`config.mk`:
```
export PLATFORM = sky130hd
export DESIGN_NAME = afir_ripple_filter
export DESIGN_NICKNAME = d
export VERILOG_FILES = /design/src/rtl/afir_pkg.sv /design/src/rtl/afir_band_sel.sv /design/src/rtl/afir_coef_bank.sv /design/src/rtl/afir_mac.sv /design/src/rtl/afir_ripple_filter.sv
export SDC_FILE = /design/constraint.sdc
export NUM_CORES = 2
export LEC_CHECK = 0
export ABC_AREA = 0
export CAP_MARGIN = 20
export CORE_MARGIN = 2
export CORE_UTILIZATION = 25
export DETAILED_ROUTE_END_ITERATION = 10
export GPL_TIMING_DRIVEN = 1
export SYNTH_ARGS = -nofsm -noshare
export SYNTH_HDL_FRONTEND = slang
export SYNTH_SLANG_ARGS = --single-unit
```
`constraint.sdc`:
```
create_clock -name clk -period 19.3 [get_ports clk]
set_input_delay 3.86 -clock clk [delete_from_list [all_inputs] [get_ports clk]]
set_output_delay 3.86 -clock clk [all_outputs]
set_load 0.05 [all_outputs]
```
`src/rtl/afir_pkg.sv`:
```
package afir_pkg;

  // Half-width of the rectangular window for one band (clamped 1..half).
  function automatic int afir_half_win(int band, int half, int fs_hz,
                                       int fmin_hz, int step_hz);
    int ctr2;
    int hw;
    ctr2 = 2 * fmin_hz + 2 * step_hz * band + step_hz;
    hw   = (2 * fs_hz + ctr2) / (2 * ctr2);
    if (hw < 1)    hw = 1;
    if (hw > half) hw = half;
    return hw;
  endfunction

  // Weight of half-index k (tap k and its mirror) for one band.
  function automatic int afir_coef(int band, int k, int half, int fs_hz,
                                   int fmin_hz, int step_hz, int cw);
    int hw;
    hw = afir_half_win(band, half, fs_hz, fmin_hz, step_hz);
    if (k >= half - hw) return (1 << (cw - 1)) / (2 * hw);
    return 0;
  endfunction

endpackage

```
`src/rtl/afir_band_sel.sv`:
```
module afir_band_sel #(
  parameter int FW       = 16,
  parameter int FRAC     = 8,
  parameter int NBANDS   = 14,
  parameter int F_MIN_HZ = 20,
  parameter int BAND_HZ  = 3,
  parameter int HYST_Q   = 64,
  parameter int BW       = 4
) (
  input  logic          clk,
  input  logic          rst_n,
  input  logic [FW-1:0] freq_i,
  output logic [BW-1:0] band_o
);
  localparam logic [31:0] BASE_Q = 32'(F_MIN_HZ << FRAC);
  localparam logic [31:0] STEP_Q = 32'(BAND_HZ << FRAC);
  localparam logic [31:0] HYST   = 32'(HYST_Q);
  localparam logic [BW-1:0] TOP  = BW'(NBANDS - 1);

  logic [31:0]   fz;
  logic [31:0]   lo_edge;
  logic [BW-1:0] raw_band;
  logic [BW-1:0] band_q, band_d;
  logic          leave_lo, leave_hi;

  assign fz = 32'(freq_i);

  always_comb begin
    raw_band = '0;
    for (int k = 1; k < NBANDS; k++) begin
      if (fz >= BASE_Q + 32'(k) * STEP_Q) raw_band = BW'(k);
    end
  end

  assign lo_edge  = BASE_Q + 32'(band_q) * STEP_Q;
  assign leave_lo = (band_q != '0) && (fz + HYST < lo_edge);
  assign leave_hi = (band_q != TOP) && (fz >= lo_edge + STEP_Q + HYST);

  always_comb begin
    band_d = band_q;
    if (leave_lo || leave_hi) band_d = raw_band;
  end

  always_ff @(posedge clk or negedge rst_n) begin
    if (!rst_n) band_q <= '0;
    else        band_q <= band_d;
  end

  assign band_o = band_q;
endmodule

```
`src/rtl/afir_coef_bank.sv`:
```
module afir_coef_bank #(
  parameter int NBANDS    = 14,
  parameter int HALF      = 16,
  parameter int CW        = 16,
  parameter int SAMPLE_HZ = 640,
  parameter int F_MIN_HZ  = 20,
  parameter int BAND_HZ   = 3,
  parameter int BW        = 4
) (
  input  logic                 clk,
  input  logic                 rst_n,
  input  logic [BW-1:0]        band_i,
  input  logic                 load_i,
  output logic signed [CW-1:0] coef_o [HALF],
  output logic [BW-1:0]        band_o
);
  logic signed [CW-1:0] rom      [NBANDS][HALF];
  logic signed [CW-1:0] shadow_q [HALF];
  logic signed [CW-1:0] active_q [HALF];
  logic [BW-1:0]        sel;
  logic [BW-1:0]        sh_band_q, act_band_q;

  for (genvar b = 0; b < NBANDS; b++) begin : g_band
    for (genvar k = 0; k < HALF; k++) begin : g_tap
      assign rom[b][k] = CW'(afir_pkg::afir_coef(b, k, HALF, SAMPLE_HZ,
                                                 F_MIN_HZ, BAND_HZ, CW));
    end
  end

  assign sel = (band_i < BW'(NBANDS)) ? band_i : BW'(NBANDS - 1);

  // Shadow bank follows the selected band every cycle.
  always_ff @(posedge clk or negedge rst_n) begin
    if (!rst_n) begin
      sh_band_q <= '0;
      for (int k = 0; k < HALF; k++) shadow_q[k] <= '0;
    end else begin
      sh_band_q <= sel;
      for (int k = 0; k < HALF; k++) shadow_q[k] <= rom[sel][k];
    end
  end

  // Active bank changes only at a sample boundary.
  always_ff @(posedge clk or negedge rst_n) begin
    if (!rst_n) begin
      act_band_q <= '0;
      for (int k = 0; k < HALF; k++) active_q[k] <= '0;
    end else if (load_i) begin
      act_band_q <= sh_band_q;
      for (int k = 0; k < HALF; k++) active_q[k] <= shadow_q[k];
    end
  end

  assign coef_o = active_q;
  assign band_o = act_band_q;
endmodule

```
`src/rtl/afir_mac.sv`:
```
module afir_mac #(
  parameter int TAPS = 32,
  parameter int DW   = 16,
  parameter int CW   = 16,
  parameter int AW   = 40
) (
  input  logic                 clk,
  input  logic                 rst_n,
  input  logic                 samp_valid_i,
  input  logic signed [DW-1:0] samp_i,
  input  logic signed [CW-1:0] coef_i [TAPS/2],
  output logic                 out_valid_o,
  output logic signed [DW-1:0] out_o
);
  localparam int HALF = TAPS / 2;
  localparam int IW   = $clog2(HALF);
  localparam int PW   = DW + 1 + CW;
  localparam int SH   = CW - 1;
  localparam logic signed [AW-1:0] RND  = {{(AW-SH){1'b0}}, 1'b1, {(SH-1){1'b0}}};
  localparam logic signed [AW-1:0] OMAX = {{(AW-DW+1){1'b0}}, {(DW-1){1'b1}}};
  localparam logic signed [AW-1:0] OMIN = {{(AW-DW+1){1'b1}}, {(DW-1){1'b0}}};
  localparam logic [IW-1:0] LAST = IW'(HALF - 1);

  logic signed [DW-1:0] dly_q [TAPS];
  logic                 busy_q, busy_d, fin_q, fin_d, ov_q, ov_d;
  logic [IW-1:0]        idx_q, idx_d;
  logic signed [AW-1:0] acc_q, acc_d, rnd_s;
  logic signed [DW-1:0] out_q, out_d, tap_a, tap_b;
  logic signed [DW:0]   pre;
  logic signed [PW-1:0] prod;

  // Delay line: tap 0 is the newest sample.
  always_ff @(posedge clk or negedge rst_n) begin
    if (!rst_n) begin
      for (int i = 0; i < TAPS; i++) dly_q[i] <= '0;
    end else if (samp_valid_i) begin
      dly_q[0] <= samp_i;
      for (int i = 1; i < TAPS; i++) dly_q[i] <= dly_q[i-1];
    end
  end

  assign tap_a = dly_q[idx_q];
  assign tap_b = dly_q[TAPS - 1 - int'(idx_q)];
  assign pre   = {tap_a[DW-1], tap_a} + {tap_b[DW-1], tap_b};
  assign prod  = PW'(pre) * PW'(coef_i[idx_q]);
  assign rnd_s = (acc_q + RND) >>> SH;

  always_comb begin
    busy_d = busy_q;
    fin_d  = 1'b0;
    idx_d  = idx_q;
    acc_d  = acc_q;
    out_d  = out_q;
    ov_d   = 1'b0;
    if (samp_valid_i) begin
      busy_d = 1'b1;
      idx_d  = '0;
      acc_d  = '0;
    end else if (busy_q) begin
      acc_d = acc_q + {{(AW-PW){prod[PW-1]}}, prod};
      idx_d = idx_q + 1'b1;
      if (idx_q == LAST) begin
        busy_d = 1'b0;
        fin_d  = 1'b1;
      end
    end
    if (fin_q) begin
      ov_d = 1'b1;
      if (rnd_s > OMAX)      out_d = OMAX[DW-1:0];
      else if (rnd_s < OMIN) out_d = OMIN[DW-1:0];
      else                   out_d = rnd_s[DW-1:0];
    end
  end

  always_ff @(posedge clk or negedge rst_n) begin
    if (!rst_n) begin
      busy_q <= 1'b0;
      fin_q  <= 1'b0;
      idx_q  <= '0;
      acc_q  <= '0;
      out_q  <= '0;
      ov_q   <= 1'b0;
    end else begin
      busy_q <= busy_d;
      fin_q  <= fin_d;
      idx_q  <= idx_d;
      acc_q  <= acc_d;
      out_q  <= out_d;
      ov_q   <= ov_d;
    end
  end

  assign out_valid_o = ov_q;
  assign out_o       = out_q;
endmodule

```
`src/rtl/afir_ripple_filter.sv`:
```
module afir_ripple_filter #(
  parameter int TAPS      = 32,
  parameter int DW        = 16,
  parameter int CW        = 16,
  parameter int AW        = 40,
  parameter int FW        = 16,
  parameter int FRAC      = 8,
  parameter int NBANDS    = 14,
  parameter int F_MIN_HZ  = 20,
  parameter int BAND_HZ   = 3,
  parameter int HYST_Q    = 64,
  parameter int SAMPLE_HZ = 640
) (
  input  logic          clk,
  input  logic          rst_n,
  input  logic [FW-1:0] freq_i,
  input  logic          samp_valid_i,
  input  logic [DW-1:0] samp_i,
  output logic          out_valid_o,
  output logic [DW-1:0] out_data_o,
  output logic [3:0]    out_band_o
);
  localparam int HALF = TAPS / 2;
  localparam int BW   = $clog2(NBANDS);

  logic [1:0]           rs_q;
  logic                 rst_sync_n;
  logic [BW-1:0]        pend_band, act_band;
  logic signed [CW-1:0] coef [HALF];
  logic signed [DW-1:0] mac_out;

  always_ff @(posedge clk or negedge rst_n) begin
    if (!rst_n) rs_q <= 2'b00;
    else        rs_q <= {rs_q[0], 1'b1};
  end
  assign rst_sync_n = rs_q[1];

  afir_band_sel #(
    .FW(FW), .FRAC(FRAC), .NBANDS(NBANDS), .F_MIN_HZ(F_MIN_HZ),
    .BAND_HZ(BAND_HZ), .HYST_Q(HYST_Q), .BW(BW)
  ) u_band (
    .clk(clk), .rst_n(rst_sync_n), .freq_i(freq_i), .band_o(pend_band)
  );

  afir_coef_bank #(
    .NBANDS(NBANDS), .HALF(HALF), .CW(CW), .SAMPLE_HZ(SAMPLE_HZ),
    .F_MIN_HZ(F_MIN_HZ), .BAND_HZ(BAND_HZ), .BW(BW)
  ) u_coef (
    .clk(clk), .rst_n(rst_sync_n), .band_i(pend_band), .load_i(samp_valid_i),
    .coef_o(coef), .band_o(act_band)
  );

  afir_mac #(
    .TAPS(TAPS), .DW(DW), .CW(CW), .AW(AW)
  ) u_mac (
    .clk(clk), .rst_n(rst_sync_n), .samp_valid_i(samp_valid_i),
    .samp_i(samp_i), .coef_i(coef), .out_valid_o(out_valid_o), .out_o(mac_out)
  );

  assign out_data_o = mac_out;
  assign out_band_o = 4'(act_band);
endmodule

```
==> flow_metrics.tcl <==
set metrics [dict create \
    status "finished clean" \
    area_growth_pct 13.3 \
    required_ns 19.82 \
    first_iter_violations 1614 \
    synth_area_leaders "dfrtp_1, mux2_2, fa_1" \
    worstHoldStart "rs_q[0]" \
    rows 148 \
    avgRoutedWirePerCell_um 15.4 \
    cts_max_path_buffers 3 \
    period_minus_slack_ns 14.64 \
    ios 56 \
    worstPathBufferInverterCount 7 \
    synth-seq-area-share 0.396 \
    tritoncts "built" \
    timing.hold.ws_ns 0.349 \
    setup_tns_ns 0 \
    regArea_um2 16200 \
    clk_latency_ns 0.65 \
    die_h_um 408 \
    dp_cells 5577 \
    drv_slew 0 \
    holdPathStages 0 \
    cts_setup_buffers 0 \
    max_freq_ghz 0.0683 \
    grt_usage 0.107 \
    grt_pass1_wl_um 147000 \
    critPathSlowestCell "dfrtp_4" \
    place.gp.congestion 0.835 \
    max_stage_delay_ns 0.72 \
    cts_hold_buf 0 \
    synth_cell_types 79 \
    p_clk_frac 0.267 \
    antenna_left 0 \
    rsz0062_at_grt "no" \
    htree_levels 3 \
    syn-cell-area_um2 40900 \
    dieArea_um2 167000 \
    holdPathEnd "rs_q[1]" \
    via_per_inst 4.56 \
    combPwrFrac 0.316 \
    core_um2 163000 \
    slew_headroom 0.295 \
    routed_wl_um 88100 \
    powerDensity_nw_per_um2 115 \
    start_kind "flip-flop" \
    drv_cap 0 \
    antenna_found_initial 3 \
    ys_warn_count 0 \
    hold_viol 0 \
    period_share 0.758 \
    finalInstanceArea_um2 46300 \
    net-switching-power_mw 1.76 \
    die_w_um 408 \
    swShare 0.330 \
    hpwl_um 59700 \
    final_layout_size_suffix_gt1_frac 0.250 \
    multiInputGateArea_um2 22800 \
    rr_endpoint "u_mac.acc_q[39]" \
    overflow 0 \
    clk_pin_slew_worst_paths_ns 0.07 \
    crit_top_cell "fa_1" \
    power_mw 5.34 \
    dpl_cell_area_um2 43700 \
    p_leak_nw 20.8 \
    synthCells 3494 \
    pwr-share-seq 0.417 \
    ys_ff_latch 647 \
    hold_path.class "reg2reg" \
    stdcell_count 5710 \
    fin_skew_ns 0.0402 \
    final_cell_mix "dfrtp_1, mux2_2, inv_1" \
    r2r_slack_ns 4.66 \
    synth_edf_count 0 \
    drc_errors 0 \
    layout.nets 3893 \
    crit_family "adder cells" \
    avgSynthCellArea_um2 11.7 \
    tightestPinTransition_ns 1.06 \
    p_int_mw 3.58 \
    criticalPathCategory "reg2reg" \
    peakVddDrop_uv 63.3 \
    rr_startpoint "u_mac.idx_q[1]" \
    grt_pass1_vias 27100 \
    finalSetupViolations 0 \
    cts-resized-gates 0 \
    setup.worst_path.end_class "flip-flop" \
    crit_arrival_ns 15.16 \
    layout_commonest_cell "dfrtp_1" \
    synth_top_area_cell "dfrtp_1" \
    vias 26000 \
    cts_buffers 72 \
    cp_max_fo 49 \
    clockRootBuffer "clkbuf_16" \
    first_pass_iters 5 \
    worstRegToRegCells 50 \
    numPortBuffers 49 \
    async_reset_ff_frac 1.00 \
    fill_cells 16800 \
    ys.flop_type "dfrtp_1" \
    start_util 0.251 \
    cts.sinks 647 \
    grt_max_degree 174 \
    synth_top_cell_area_share 0.396 \
]
==> kinds of logic after synthesis <==
group,after synthesis,share of synthesized area
AOI/OAI and AO/OA,459,0.0739
xor gates and xnor gates,120,0.0261
adders and majority gates,384,0.154
buffers and inverters,504,0.0464
DFF,647,0.396
muxes,730,0.231
other,1,0.0000918
and+or+nand+nor,649,0.0729
==> worst max path at each step <==
| stage | startpoint | to | slack, ns | cells after the start |
|---|---|---|---|---|
| after floorplan | u_mac.idx_q[0] | u_mac.acc_q[39] | 6.72 | 55 |
| after global placement | u_mac.idx_q[1] | u_mac.acc_q[39] | 4.79 | 50 |
| after detailed placement | u_mac.idx_q[1] | u_mac.acc_q[39] | 4.74 | 50 |
| after CTS | u_mac.idx_q[1] | u_mac.acc_q[39] | 4.68 | 52 |
| after global routing | u_mac.idx_q[1] | u_mac.acc_q[39] | 3.58 | 50 |
| final | u_mac.idx_q[1] | u_mac.acc_q[39] | 4.66 | 50 |
==> cells in the mapped netlist (21+ instances only) <==
master	number
nand2b_1	32
a21o_1	28
dfrtp_1	647
and3_1	21
nor3_1	24
fa_1	198
nand3_1	40
a22oi_1	22
xor2_1	48
mux4_2	111
mux2_2	579
nand2_1	200
a211oi_1	21
inv_1	320
buf_1	30
nor2_1	226
ha_1	181
mux2i_1	39
nor2b_1	27
xnor2_1	71
o21ai_0	80
clkbuf_1	151
a21oi_1	122
a31oi_1	33
==> per-layer routing <==
metal  share of wire  vias up  track usage
li1                -    12200            -
met1            0.49    13300        0.150
met2            0.45      443        0.167
met3           0.037      138       0.0170
met4           0.026        2       0.0339
met5         0.00018        -            0
==> power by group through the flow <==
stage | Combinational (mW) | Clock [mW] | Sequential (mW)
floorplan | 1.35 | 0 | 2.14
global placement | 1.67 | 0 | 2.22
detailed placement | 1.70 | 0 | 2.25
CTS | 1.71 | 1.47 | 2.23
global route | 1.88 | 1.53 | 2.31
finish | 1.69 | 1.43 | 2.23
==> flip-flops by register name (all words and copies together) (netlist names) <==
name,flops
u_coef.sh_band_q,4
u_coef.shadow_q,29
u_mac.out_o,16
u_coef.coef_o,29
u_coef.band_o,4
u_mac.acc_q,40
u_mac.idx_q,4
u_mac.dly_q,512
u_band.band_o,4
u_mac.fin_q,1
rs_q,2
u_mac.busy_q,1
u_mac.out_valid_o,1
==> per-stage QoR <==
step	util	setup WS, ns
floorplan	-	6.72
global placement	0.269	4.79
detailed placement	0.269	4.74
CTS	0.284	4.68
global route	0.285	3.58
finish	0.285	4.66
==> area by class of cell <==
class	instances	share of cell area
Timing Repair Buffer	93	0.0196
Clock inverter	24	0.00660
Inverter	321	0.0260
Sequential cell	647	0.350
Multi-Input combinational cell	2344	0.492
Tap cell	2175	0.0588
Antenna cell	1	0.0000541
Clock buffer	105	0.0466
(Power assumes the default switching activity.)
